$ cat src/rtl/hwx_pkg.sv
package hwx_pkg;
  localparam int unsigned CFG_W = 8;
  localparam int unsigned OFF_W = 6;
  localparam int unsigned WORD_W = 16;

  typedef enum logic [1:0] {
    REF_NONE = 2'b00,
    REF_L2   = 2'b01,
    REF_L3   = 2'b10,
    REF_RSVD = 2'b11
  } ref_sel_e;
endpackage

$ cat src/rtl/hwx_cfg_regs.sv
module hwx_cfg_regs #(
  parameter int unsigned NUM_SLOTS = 9,
  parameter int unsigned ADDR_W    = 6
) (
  input  logic                                clk_i,
  input  logic                                rst_ni,
  input  logic                                we_i,
  input  logic [ADDR_W-1:0]                   addr_i,
  input  logic [hwx_pkg::CFG_W-1:0]           wdata_i,
  output logic [NUM_SLOTS*hwx_pkg::CFG_W-1:0] cfg_o
);
  import hwx_pkg::*;
  localparam int unsigned SLOT_AW = ADDR_W - 2;

  logic aligned;
  assign aligned = (addr_i[1:0] == 2'b00);

  for (genvar k = 0; k < NUM_SLOTS; k++) begin : g_reg
    logic [CFG_W-1:0] cfg_q;
    always_ff @(posedge clk_i or negedge rst_ni) begin
      if (!rst_ni) cfg_q <= '0;
      else if (we_i && aligned && addr_i[ADDR_W-1:2] == SLOT_AW'(k)) cfg_q <= wdata_i;
    end
    assign cfg_o[k*CFG_W +: CFG_W] = cfg_q;
  end

  logic bad_wr;
  assign bad_wr = we_i && (!aligned || (32'(addr_i[ADDR_W-1:2]) >= NUM_SLOTS));

  assert_bad_write_ignored_R4: assert property (@(posedge clk_i) disable iff (!rst_ni)
    bad_wr |=> $stable(cfg_o));
endmodule

$ cat src/rtl/hwx_pos_track.sv
module hwx_pos_track #(
  parameter int unsigned WIN_BYTES = 64,
  parameter int unsigned PW        = $clog2(WIN_BYTES + 1)
) (
  input  logic          clk_i,
  input  logic          rst_ni,
  input  logic          byte_valid_i,
  input  logic          sof_i,
  input  logic          eof_i,
  output logic          take_o,
  output logic          sof_beat_o,
  output logic          end_beat_o,
  output logic [PW-1:0] cur_pos_o
);
  logic          active_q;
  logic [PW-1:0] pos_q;

  assign sof_beat_o = byte_valid_i && sof_i;
  assign cur_pos_o  = sof_beat_o ? '0 : pos_q;
  assign take_o     = sof_beat_o || (byte_valid_i && active_q);
  assign end_beat_o = take_o && (eof_i || cur_pos_o == PW'(WIN_BYTES - 1));

  always_ff @(posedge clk_i or negedge rst_ni) begin
    if (!rst_ni) begin
      active_q <= 1'b0;
      pos_q    <= '0;
    end else if (take_o) begin
      active_q <= !end_beat_o;
      pos_q    <= cur_pos_o + PW'(1);
    end
  end

  assert_pos_in_window_R6: assert property (@(posedge clk_i) disable iff (!rst_ni)
    active_q |-> (32'(pos_q) < WIN_BYTES));
  assert_closed_after_end_R6: assert property (@(posedge clk_i) disable iff (!rst_ni)
    end_beat_o |=> !active_q);
endmodule

$ cat src/rtl/hwx_slot.sv
module hwx_slot #(
  parameter int unsigned POS_W = 8,
  parameter int unsigned PW    = 7,
  parameter int unsigned CMP_W = 11
) (
  input  logic                        clk_i,
  input  logic                        rst_ni,
  input  logic                        take_i,
  input  logic                        sof_beat_i,
  input  logic [PW-1:0]               cur_pos_i,
  input  logic [7:0]                  data_i,
  input  logic [hwx_pkg::CFG_W-1:0]   cfg_i,
  input  logic [POS_W-1:0]            l2_end_i,
  input  logic [POS_W-1:0]            l3_end_i,
  output logic [hwx_pkg::WORD_W-1:0]  word_o,
  output logic                        ok_o
);
  import hwx_pkg::*;

  ref_sel_e          sel_new;
  logic              en_new, en_q, en_c;
  logic [POS_W-1:0]  base_new;
  logic [CMP_W-1:0]  tgt_new, tgt_q, tgt_c, pos_c;
  logic [WORD_W-1:0] word_q, word_b, word_n;
  logic              hi_q, lo_q, hi_b, lo_b, hi_n, lo_n, hit_hi, hit_lo;

  assign sel_new  = ref_sel_e'(cfg_i[7:6]);
  assign en_new   = (sel_new == REF_L2) || (sel_new == REF_L3);
  assign base_new = (sel_new == REF_L3) ? l3_end_i : l2_end_i;
  assign tgt_new  = CMP_W'(base_new) + (CMP_W'(cfg_i[OFF_W-1:0]) << 1);

  // snapshot taken on the start beat, used for that beat as well
  assign en_c   = sof_beat_i ? en_new  : en_q;
  assign tgt_c  = sof_beat_i ? tgt_new : tgt_q;
  assign word_b = sof_beat_i ? '0 : word_q;
  assign hi_b   = sof_beat_i ? 1'b0 : hi_q;
  assign lo_b   = sof_beat_i ? 1'b0 : lo_q;
  assign pos_c  = CMP_W'(cur_pos_i);

  assign hit_hi = take_i && en_c && (pos_c == tgt_c);
  assign hit_lo = take_i && en_c && (pos_c == tgt_c + CMP_W'(1));

  assign word_n = {hit_hi ? data_i : word_b[15:8], hit_lo ? data_i : word_b[7:0]};
  assign hi_n   = hi_b || hit_hi;
  assign lo_n   = lo_b || hit_lo;

  assign word_o = word_n;
  assign ok_o   = en_c && hi_n && lo_n;

  always_ff @(posedge clk_i or negedge rst_ni) begin
    if (!rst_ni) begin
      en_q   <= 1'b0;
      tgt_q  <= '0;
      word_q <= '0;
      hi_q   <= 1'b0;
      lo_q   <= 1'b0;
    end else if (take_i) begin
      en_q   <= en_c;
      tgt_q  <= tgt_c;
      word_q <= word_n;
      hi_q   <= hi_n;
      lo_q   <= lo_n;
    end
  end

  assert_unused_collects_nothing_R3: assert property (@(posedge clk_i) disable iff (!rst_ni)
    (sof_beat_i && !en_new) |=> (!hi_q && !lo_q && word_q == '0));
  assert_low_needs_high_R5: assert property (@(posedge clk_i) disable iff (!rst_ni)
    lo_q |-> hi_q);
endmodule

$ cat src/rtl/hdr_word_extract.sv
module hdr_word_extract #(
  parameter int unsigned NUM_SLOTS = 9,
  parameter int unsigned WIN_BYTES = 64,
  parameter int unsigned POS_W     = 8,
  parameter int unsigned ADDR_W    = 6
) (
  input  logic                                  clk_i,
  input  logic                                  rst_ni,
  input  logic                                  cfg_we_i,
  input  logic [ADDR_W-1:0]                     cfg_addr_i,
  input  logic [7:0]                            cfg_wdata_i,
  input  logic                                  byte_valid_i,
  input  logic [7:0]                            byte_i,
  input  logic                                  sof_i,
  input  logic                                  eof_i,
  input  logic [POS_W-1:0]                      l2_end_i,
  input  logic [POS_W-1:0]                      l3_end_i,
  output logic [NUM_SLOTS*hwx_pkg::WORD_W-1:0]  key_o,
  output logic [7:0]                            valid_lo_o,
  output logic [NUM_SLOTS-9:0]                  valid_hi_o,
  output logic                                  done_o
);
  import hwx_pkg::*;
  localparam int unsigned PW    = $clog2(WIN_BYTES + 1);
  localparam int unsigned TGT_W = POS_W + 2;
  localparam int unsigned CMP_W = ((TGT_W > PW) ? TGT_W : PW) + 1;
  localparam int unsigned KEY_W = NUM_SLOTS * WORD_W;

  logic [NUM_SLOTS*CFG_W-1:0] cfg;
  logic                       take, sof_beat, end_beat;
  logic [PW-1:0]              cur_pos;
  logic [KEY_W-1:0]           key_n, key_q;
  logic [NUM_SLOTS-1:0]       ok_n, vld_q;
  logic                       done_q;

  hwx_cfg_regs #(.NUM_SLOTS(NUM_SLOTS), .ADDR_W(ADDR_W)) u_cfg (
    .clk_i, .rst_ni,
    .we_i(cfg_we_i), .addr_i(cfg_addr_i), .wdata_i(cfg_wdata_i), .cfg_o(cfg)
  );

  hwx_pos_track #(.WIN_BYTES(WIN_BYTES), .PW(PW)) u_pos (
    .clk_i, .rst_ni,
    .byte_valid_i, .sof_i, .eof_i,
    .take_o(take), .sof_beat_o(sof_beat), .end_beat_o(end_beat), .cur_pos_o(cur_pos)
  );

  for (genvar k = 0; k < NUM_SLOTS; k++) begin : g_slot
    hwx_slot #(.POS_W(POS_W), .PW(PW), .CMP_W(CMP_W)) u_slot (
      .clk_i, .rst_ni,
      .take_i(take), .sof_beat_i(sof_beat), .cur_pos_i(cur_pos), .data_i(byte_i),
      .cfg_i(cfg[k*CFG_W +: CFG_W]), .l2_end_i, .l3_end_i,
      .word_o(key_n[k*WORD_W +: WORD_W]), .ok_o(ok_n[k])
    );
  end

  always_ff @(posedge clk_i or negedge rst_ni) begin
    if (!rst_ni) begin
      key_q  <= '0;
      vld_q  <= '0;
      done_q <= 1'b0;
    end else if (end_beat) begin
      key_q  <= key_n;
      vld_q  <= ok_n;
      done_q <= 1'b1;
    end else if (sof_beat) begin
      key_q  <= '0;
      vld_q  <= '0;
      done_q <= 1'b0;
    end
  end

  assign key_o      = key_q;
  assign valid_lo_o = vld_q[7:0];
  assign valid_hi_o = vld_q[NUM_SLOTS-1:8];
  assign done_o     = done_q;

  assert_hold_until_sof_R7: assert property (@(posedge clk_i) disable iff (!rst_ni)
    (done_o && !(byte_valid_i && sof_i)) |=> ($stable(key_o) && $stable(valid_lo_o)
                                              && $stable(valid_hi_o) && done_o));
  assert_valid_needs_done_R6: assert property (@(posedge clk_i) disable iff (!rst_ni)
    ((|valid_lo_o) || (|valid_hi_o)) |-> done_o);
  assert_done_falls_on_sof_R7: assert property (@(posedge clk_i) disable iff (!rst_ni)
    $fell(done_o) |-> $past(byte_valid_i && sof_i));
endmodule

$ cat config.mk
export PLATFORM = sky130hd
export DESIGN_NAME = hdr_word_extract
export DESIGN_NICKNAME = d
export VERILOG_FILES = /design/src/rtl/hwx_pkg.sv /design/src/rtl/hwx_cfg_regs.sv /design/src/rtl/hwx_pos_track.sv /design/src/rtl/hwx_slot.sv /design/src/rtl/hdr_word_extract.sv
export SDC_FILE = /design/constraint.sdc
export NUM_CORES = 1
export LEC_CHECK = 0
export ABC_AREA = 1
export BUFFER_PORTS_ARGS = -buffer_cell sky130_fd_sc_hd__buf_2
export CORE_ASPECT_RATIO = 1.2
export CORE_MARGIN = 2
export CORE_UTILIZATION = 50
export DETAILED_ROUTE_END_ITERATION = 6
export HOLD_SLACK_MARGIN = 0.1
export PLACE_DENSITY = 0.77
export SYNTH_ARGS = -nofsm -noshare
export SYNTH_HDL_FRONTEND = slang
export SYNTH_HIERARCHICAL = 1
export SYNTH_SLANG_ARGS = --single-unit
$ cat constraint.sdc
create_clock -name clk_i -period 5 [get_ports clk_i]
set_input_delay 0.5 -clock clk_i [delete_from_list [all_inputs] [get_ports clk_i]]
set_output_delay 0.5 -clock clk_i [all_outputs]
set_load 0.005 [all_outputs]
==> flow_summary.rst, run 1 <==
.. list-table::
   :header-rows: 1

   * - Metric
     - Value
   * - Run status
     - finished clean
   * - Maximum fanout along the worst path
     - 11
   * - Total of warnings raised by yosys
     - 6
   * - Cell at the slowest stage of the critical path
     - sky130_fd_sc_hd__fa_1
   * - Endpoint, Worst Hold
     - u_cfg/g_reg[6].cfg_q[6]
   * - Die area
     - 69500 µm²
   * - F_max
     - 269 MHz
   * - Count of input and output buffers
     - 197
   * - Number of I/O pins
     - 198
   * - Number of hold violations in the final report
     - 0
   * - Worst IR Drop VDD
     - 0.304 mV
   * - Switching part of the total power
     - 35.0%
   * - CP startpoint kind
     - register
   * - Ratio of cells with drive above 1 in the final layout
     - 16.1%
   * - Per-instance average area after synthesis
     - 7.04 µm²
   * - Reg-to-reg critical path endpoint
     - key_o[27]
   * - Share of synthesized registers carrying an async set or reset
     - 100%
   * - Final worst clock skew
     - 17.9 ps
   * - Total setup buffers inserted after CTS
     - 0
   * - Total global routing track utilization
     - 26.5%
   * - Final wirelength
     - 92.1 mm
   * - Hold-critical path depth
     - 3
   * - Area Growth Syn to Fin
     - 10.0%
   * - Measured slew at the worst slew-check pin
     - 1100 ps
   * - Fill count
     - 6321
   * - Distinct cell type count of the synthesized netlist
     - 41
   * - Worst flop-to-flop path startpoint
     - u_cfg/g_reg[1].cfg_q[6]
   * - Max-cap violation count
     - 0
   * - Number of placement rows
     - 104
   * - Unrepaired setup endpoints after global routing
     - false
   * - Initial core utilization
     - 50.4%
   * - Library cell used as clock root buffer
     - sky130_fd_sc_hd__clkbuf_16
   * - Min-Delay Startpoint
     - cfg_wdata_i[6]
   * - Die Height
     - 288 µm
   * - WS Path Type
     - register to register
   * - Pin count of the biggest net entering global routing
     - 160
   * - Fraction of power consumed by sequential logic
     - 37.5%
   * - Buffer and inverter count on the worst path
     - 4
   * - Detailed-routing iteration count for the pre-antenna-repair pass
     - 7
   * - GPL Wtd Cong
     - 0.900
   * - Min Clock Period, post-route
     - 3710 ps
   * - # nets final
     - 5068
   * - Most instantiated library cell after synthesis
     - sky130_fd_sc_hd__nand2_1
   * - Maximum cell stage delay along the critical path
     - 460 ps
   * - Htree depth
     - 2
   * - P_sw
     - 4.35 mW
   * - Most area-consuming cells after synthesis
     - sky130_fd_sc_hd__dfrtp_1 (37%), sky130_fd_sc_hd__nand2_1 (23%), sky130_fd_sc_hd__nand3_1 (8.0%)
   * - Hold crit path type
     - input port to register
   * - Comb pwr share
     - 28.1%
   * - Area of the core
     - 66900 µm²
   * - DP HPWL
     - 62.0 mm
   * - Fraction of power consumed by the clock network
     - 34.4%
   * - Grt total ovfl
     - 0
   * - Crit path launch
     - u_cfg/g_reg[1].cfg_q[6]
   * - Number of antenna violations at the first check in global routing
     - 4
   * - Starting DRT DRC Count
     - 2261
   * - Clock tree from TritonCTS
     - built
   * - Cell depth of the worst flop-to-flop path
     - 21
   * - Number of synthesized register bits
     - 504
   * - Cell occurring most often along the worst timing path
     - sky130_fd_sc_hd__nand2_1
   * - Sum of negative setup slack
     - 0 ps
   * - Data required time at the worst endpoint
     - 5540 ps
   * - Cell-internal power
     - 8.09 mW
   * - Cell type group with the largest total delay on the critical path
     - simple AND/OR/NAND/NOR gates
   * - Top post-synthesis cells by count
     - sky130_fd_sc_hd__nand2_1 (2108), sky130_fd_sc_hd__nand3_1 (540), sky130_fd_sc_hd__dfrtp_1 (504)
   * - Routed len/inst
     - 15.7 µm
   * - Post-synthesis instance area
     - 33700 µm²
   * - Yosys top cell area share
     - 37.4%
   * - Worst-case register-to-register setup slack
     - 1290 ps
   * - Max Root-Sink Buffers
     - 3
   * - Post-Syn Instances
     - 4788
   * - Leading area contributor after synthesis
     - sky130_fd_sc_hd__dfrtp_1
   * - Setup-failing EPs final
     - 0
   * - Smallest hold slack
     - 243 ps
   * - Crit path capture type
     - register
   * - Leakage power
     - 21.0 nW
   * - Global-route wire length before repair
     - 149 mm
   * - Post-detailed-route via-to-cell ratio
     - 5.27
   * - Chip width
     - 241 µm
   * - Post-Place Cell Area
     - 35200 µm²
   * - CTS sink count
     - 504
   * - Max Slew Vio Count
     - 0
   * - Cts bufs inserted
     - 53
   * - Ratio of total power to cell area
     - 335 nW/µm²
   * - Nets in the synthesized netlist
     - 4932
   * - Worst slew margin relative to its limit
     - 26.8%
   * - Total via count in the routed design
     - 31.0k
   * - Clock latency on the worst-skew pair
     - 620 ps
   * - CTS clk-pin slew, worst paths
     - 60 ps
   * - Final critical-path share of the clock period
     - 74.3%
   * - Antenna violation net count after detailed routing
     - 0
   * - Arrival time of data at the critical path endpoint
     - 4260 ps
   * - Number of global-route vias before repair
     - 29.0k
   * - DRC violation count after routing
     - 0
   * - EDFF count, synth
     - 0
   * - Post-layout instance area
     - 37100 µm²
   * - Most used flip-flop cell after synthesis
     - sky130_fd_sc_hd__dfrtp_1
   * - Sequential-to-total area share from yosys stat
     - 37.4%
   * - Ordered cell list for the critical path
     - inv_1 -> ha_1 -> inv_2 -> nand2_1 -> nand2_1 -> ha_1 -> inv_1 -> fa_1 -> nand2_2 -> nand2_1 -> nand2_1 -> nand2_1 -> nor4_1 -> nand3b_1 -> nor3_1 -> nand2_1 -> inv_2 -> nand2_1 -> nand2_1 -> nand2_1 -> nand2_1
-- logic make-up (layout without fill, tap and decap cells) --
| kind of cell | after synthesis | in the layout | synth area share, % |
|---|---|---|---|
| fa+ha+maj | 100 | 100 | 3.91 |
| buf+inv | 627 | 804 | 8.24 |
| flops | 504 | 504 | 37.4 |
| xor+xnor | 32 | 32 | 0.832 |
| other cells | 0 | 4 | 0 |
| simple gates | 3273 | 3273 | 44.9 |
| compound gates | 252 | 252 | 4.66 |
-- sequential cells by signal, indices dropped and copies added, names as in the netlist --
| name | count |
|---|---|
| u_pos/active_q | 1 |
| g_slot.u_slot/hi_q | 9 |
| g_slot.u_slot/en_q | 9 |
| g_slot.u_slot/lo_q | 9 |
| g_slot.u_slot/word_q | 144 |
| vld_q | 9 |
| u_cfg/g.cfg_q | 72 |
| u_pos/pos_q | 7 |
| g_slot.u_slot/tgt_q | 99 |
| done_o | 1 |
| key_o | 144 |
-- how the worst max path moves through the flow --
stage	endpoint	cells past startpoint	slack (ps)
4_1_cts	key_o[27]	21	1300
6_report	key_o[27]	21	1290
2_1_floorplan	key_o[136]	13	1480
5_1_grt	key_o[25]	21	860
3_3_place_gp	key_o[65]	21	1080
3_5_place_dp	key_o[69]	21	1030
-- metal layers --
| metal | track usage (%) | part of all wire (%) |
|---|---|---|
| met1 | 34.6 | 42 |
| met2 | 45.1 | 48 |
| met3 | 3.82 | 7.2 |
| met4 | 9.07 | 3.3 |
| met5 | 0 | 0.014 |
-- per-stage QoR --
step / util (%) / worst slack (ps) / power (mW) / cells
final: 55.4 / 1290 / 12.4 / 5870
after CTS: 55.4 / 1300 / 12.5 / 5866
after global routing: 55.4 / 862 / 13.1 / 5866
after global placement: 52.6 / 1080 / 8.10 / 5769
after detailed placement: 52.6 / 1030 / 8.18 / 5769
after floorplan: - / 1480 / 7.31 / 4788
-- worst register-to-register path: stages (launching register included) --
cell and delay, ps:
sky130_fd_sc_hd__dfrtp_1 380, sky130_fd_sc_hd__inv_1 60, sky130_fd_sc_hd__ha_1 380, sky130_fd_sc_hd__inv_2 150
sky130_fd_sc_hd__nand2_1 80, sky130_fd_sc_hd__nand2_1 60, sky130_fd_sc_hd__ha_1 220, sky130_fd_sc_hd__inv_1 90
sky130_fd_sc_hd__fa_1 460, sky130_fd_sc_hd__nand2_2 130, sky130_fd_sc_hd__nand2_1 90, sky130_fd_sc_hd__nand2_1 80
sky130_fd_sc_hd__nand2_1 80, sky130_fd_sc_hd__nor4_1 280, sky130_fd_sc_hd__nand3b_1 120, sky130_fd_sc_hd__nor3_1 140
sky130_fd_sc_hd__nand2_1 280, sky130_fd_sc_hd__inv_2 230, sky130_fd_sc_hd__nand2_1 70, sky130_fd_sc_hd__nand2_1 110
sky130_fd_sc_hd__nand2_1 60, sky130_fd_sc_hd__nand2_1 100
-- area by class of cell --
cell class              instances  area, µm²  area share (%)
clock buffers                  73       1500            4.05
diodes                          4       10.0          0.0270
repair buffers                229       1310            3.54
clock inverters                23        354           0.955
inverters                     479       1830            4.92
multi-input cells            3657      18300            49.4
flip-flops and latches        504      12600            34.0
well taps                     901       1130            3.04
-- repair_timing --
item / 4_1_cts / 5_1_grt
gates resized for setup: 0 / 0
hold buffers: 1 / 0
endpoints found under the hold margin: 68 / 0
-- placed cells by master (no fill, tap or decap), types with 53 or more instances in the layout --
cell type / instances
sky130_fd_sc_hd__nand3_2: 96
sky130_fd_sc_hd__dfrtp_1: 504
sky130_fd_sc_hd__and2_1: 73
sky130_fd_sc_hd__o21ai_0: 106
sky130_fd_sc_hd__ha_1: 91
sky130_fd_sc_hd__buf_2: 196
sky130_fd_sc_hd__nand2_2: 161
sky130_fd_sc_hd__clkbuf_16: 53
sky130_fd_sc_hd__nor2_1: 111
sky130_fd_sc_hd__inv_1: 431
sky130_fd_sc_hd__nand3_1: 540
sky130_fd_sc_hd__nand2_1: 2107
-- power groups by stage --
stage,logic (mW),registers [mW],clock network [mW]
finish,3.50,4.66,4.27
global route,3.93,4.70,4.51
CTS,3.48,4.65,4.36
detailed placement,3.46,4.72,0
global placement,3.38,4.71,0
floorplan,2.64,4.67,0
Note: power is estimated with default switching activity, not from simulation.
==> run 2, diff against run 1 <==
==> constraint.sdc (replaced) <==
create_clock -name clk_i -period 3.88 [get_ports clk_i]
set_input_delay 0.388 -clock clk_i [delete_from_list [all_inputs] [get_ports clk_i]]
set_output_delay 0.388 -clock clk_i [all_outputs]
set_load 0.005 [all_outputs]
==> run 2 against run 1 <==
Compared with the run above:
- utilization grew 0.46 points
- total power grew 30%
- global-route usage is essentially flat
- count of clock-buffer cells in the layout shrank 9
- clock power grew 32%
- sequential power grew 29%
- maximum frequency grew 2.4%
- setup slack lost 1000 ps
- flip-flop and latch count is the same
- worst hold slack lost 100 ps
- critical path type unchanged
- largest cell class unchanged
==> flow_summary.rst, run 2 (synthesis gave the netlist of run 1 again) <==
.. list-table::
   :header-rows: 1

   * - Metric
     - Value
   * - Htree depth
     - 2
   * - Area of the core
     - 66900 µm²
   * - GPL Wtd Cong
     - 0.905
   * - Clock latency on the worst-skew pair
     - 640 ps
   * - CTS sink count
     - 504
   * - Final wirelength
     - 92.5 mm
   * - Total global routing track utilization
     - 26.5%
   * - Number of antenna violations at the first check in global routing
     - 5
   * - Unrepaired setup endpoints after global routing
     - false
   * - Cell occurring most often along the worst timing path
     - sky130_fd_sc_hd__nand2_1
   * - Least setup slack across all paths after layout
     - 254 ps
   * - Cell at the slowest stage of the critical path
     - sky130_fd_sc_hd__fa_1
   * - CTS clk-pin slew, worst paths
     - 60 ps
   * - Crit path capture type
     - register
   * - DRC violation count after routing
     - 0
   * - Total via count in the routed design
     - 30.9k
   * - Ratio of total power to cell area
     - 434 nW/µm²
   * - Maximum cell stage delay along the critical path
     - 560 ps
   * - Hold crit path type
     - input port to register
   * - Fraction of power consumed by sequential logic
     - 37.1%
   * - Multi-input logic area
     - 18300 µm²
   * - Min Clock Period, post-route
     - 3630 ps
   * - Post-detailed-route via-to-cell ratio
     - 5.24
   * - Final critical-path share of the clock period
     - 93.5%
   * - Comb pwr share
     - 28.2%
   * - Setup-failing EPs final
     - 0
   * - Ratio of cells with drive above 1 in the final layout
     - 16.8%
   * - Measured slew at the worst slew-check pin
     - 964 ps
   * - Number of I/O pins
     - 198
   * - Cts bufs inserted
     - 54
   * - Number of placement rows
     - 104
   * - Minimum setup slack after placement
     - 269 ps
   * - Fill count
     - 6435
   * - Maximum fanout along the worst path
     - 11
   * - Worst slew margin relative to its limit
     - 35.6%
   * - Switching part of the total power
     - 35.3%
   * - Grt total ovfl
     - 0
   * - Final worst clock skew
     - 34.1 ps
   * - Count of input and output buffers
     - 197
   * - Initial core utilization
     - 50.4%
   * - Library cell used as clock root buffer
     - sky130_fd_sc_hd__clkbuf_16
   * - Starting DRT DRC Count
     - 2422
   * - Finished Core Util
     - 55.9%
   * - Die Height
     - 288 µm
   * - Data required time at the worst endpoint
     - 4450 ps
   * - Clock tree from TritonCTS
     - built
   * - Leakage power
     - 21.1 nW
   * - Detailed-routing iteration count for the pre-antenna-repair pass
     - 6
   * - Antenna violation net count after detailed routing
     - 0
   * - Worst IR Drop VDD
     - 0.357 mV
   * - Max Root-Sink Buffers
     - 3
   * - Ordered cell list for the critical path
     - inv_1 -> ha_1 -> nand2_1 -> nand2_1 -> ha_1 -> inv_1 -> fa_1 -> nand2_1 -> nand2_1 -> inv_1 -> nand2_1 -> nand2_1 -> nor4_1 -> nand3b_1 -> nor3_1 -> nand2_1 -> inv_2 -> nand2_1 -> nand2_1 -> nand2_1 -> nand2_1
   * - Fraction of power consumed by the clock network
     - 34.7%
   * - Run status
     - finished clean
   * - Die area
     - 69500 µm²
   * - CP startpoint kind
     - register
   * - Routed len/inst
     - 15.7 µm
   * - Flip-flop and latch area
     - 12600 µm²
   * - # nets final
     - 5090
   * - Number of global-route vias before repair
     - 29.0k
   * - Cell-internal power
     - 10.5 mW
   * - DP HPWL
     - 63.6 mm
   * - Area Growth Syn to Fin
     - 11.0%
   * - F_max
     - 276 MHz
   * - Arrival time of data at the critical path endpoint
     - 4200 ps
   * - Sum of negative setup slack
     - 0 ps
   * - Top library cells by usage in the layout, fill and taps aside
     - sky130_fd_sc_hd__nand2_1 (2106), sky130_fd_sc_hd__nand3_1 (540), sky130_fd_sc_hd__dfrtp_1 (504)
   * - Global-route wire length before repair
     - 149 mm
   * - Most common cell after layout, fill and taps aside
     - sky130_fd_sc_hd__nand2_1
   * - Max Slew Vio Count
     - 0
   * - Max-cap violation count
     - 0
   * - WS Path Type
     - register to register
   * - P_sw
     - 5.73 mW
   * - Pin count of the biggest net entering global routing
     - 111
   * - Chip width
     - 241 µm
   * - Number of hold violations in the final report
     - 0
run 2: cell count changes in the layout (fill, tap and decap cells not counted), sizes merged:
cell,before,now
clkbuf,73,64
diode,4,2
inv,475,476
clkinv,17,25
bufinv,9,10
clkinvlp,1,5
buf,228,249
run 2: cell type report:
type                       count  area share [%]
inverter                     479            4.88
clock buffer                  64            3.85
clock inverter                37            1.28
antenna                        2          0.0134
timing repair buffer         250            4.14
tap                          901            3.02
sequential                   504            33.7
multi-input combinational   3657            49.1
run 2: worst max-delay path: cells and delay by family, from the launching register on:
kind,cells,cell delay (ps)
and+or+nand+nor,14,1610
adders and majority gates,3,1130
buffers and inverters,4,440
DFF,1,370
run 2: timing repair:
action                                 in CTS  in global routing
setup endpoints to repair                   0                 76
endpoints found under the hold margin      81                  0
resized for setup                           0                  8
setup buffers                               0                  0
hold buffers                                1                  0
run 2: worst paths after layout:
kind                                         start                 endpoint  slack, ps  cells after the start
setup / recovery           u_cfg/g_reg[4].cfg_q[6]                key_o[78]        250                     21
hold / removal                      cfg_wdata_i[7]  u_cfg/g_reg[0].cfg_q[7]        140                      3
setup reg to reg           u_cfg/g_reg[4].cfg_q[6]                key_o[78]        250                     21
hold reg to reg                           key_o[2]                 key_o[2]        460                      2
max in group asynchronous                   rst_ni                key_o[73]       2580                      3
min in group asynchronous                   rst_ni                key_o[81]        390                      2
run 2: per-layer routing:
metal | GRT usage (%) | routed length (µm) | vias up
li1 | - | - | 15300
met1 | 35.1 | 38900 | 14500
met2 | 43.7 | 43400 | 917
met3 | 4.44 | 6820 | 198
met4 | 10.0 | 3400 | 4
met5 | 0 | 27 | -
run 2: per-stage QoR:
stage | hold WS [ps] | total power, mW | area [µm²] | cells
global route | 141 | 17.1 | 37400 | 5893
CTS | 111 | 16.3 | 37400 | 5892
floorplan | 92.4 | 9.42 | 33700 | 4788
finish | 144 | 16.2 | 37400 | 5894
detailed placement | 453 | 10.6 | 35400 | 5790
global placement | 449 | 10.5 | 35400 | 5790
run 2: power by group through the flow:
stage          registers, mW  logic [mW]  clock network, mW
3_5_place_dp            6.09        4.51                  0
6_report                6.01        4.57               5.64
4_1_cts                 6.00        4.54               5.74
5_1_grt                 6.06        5.13               5.95
3_3_place_gp            6.07        4.41                  0
2_1_floorplan           6.01        3.41                  0
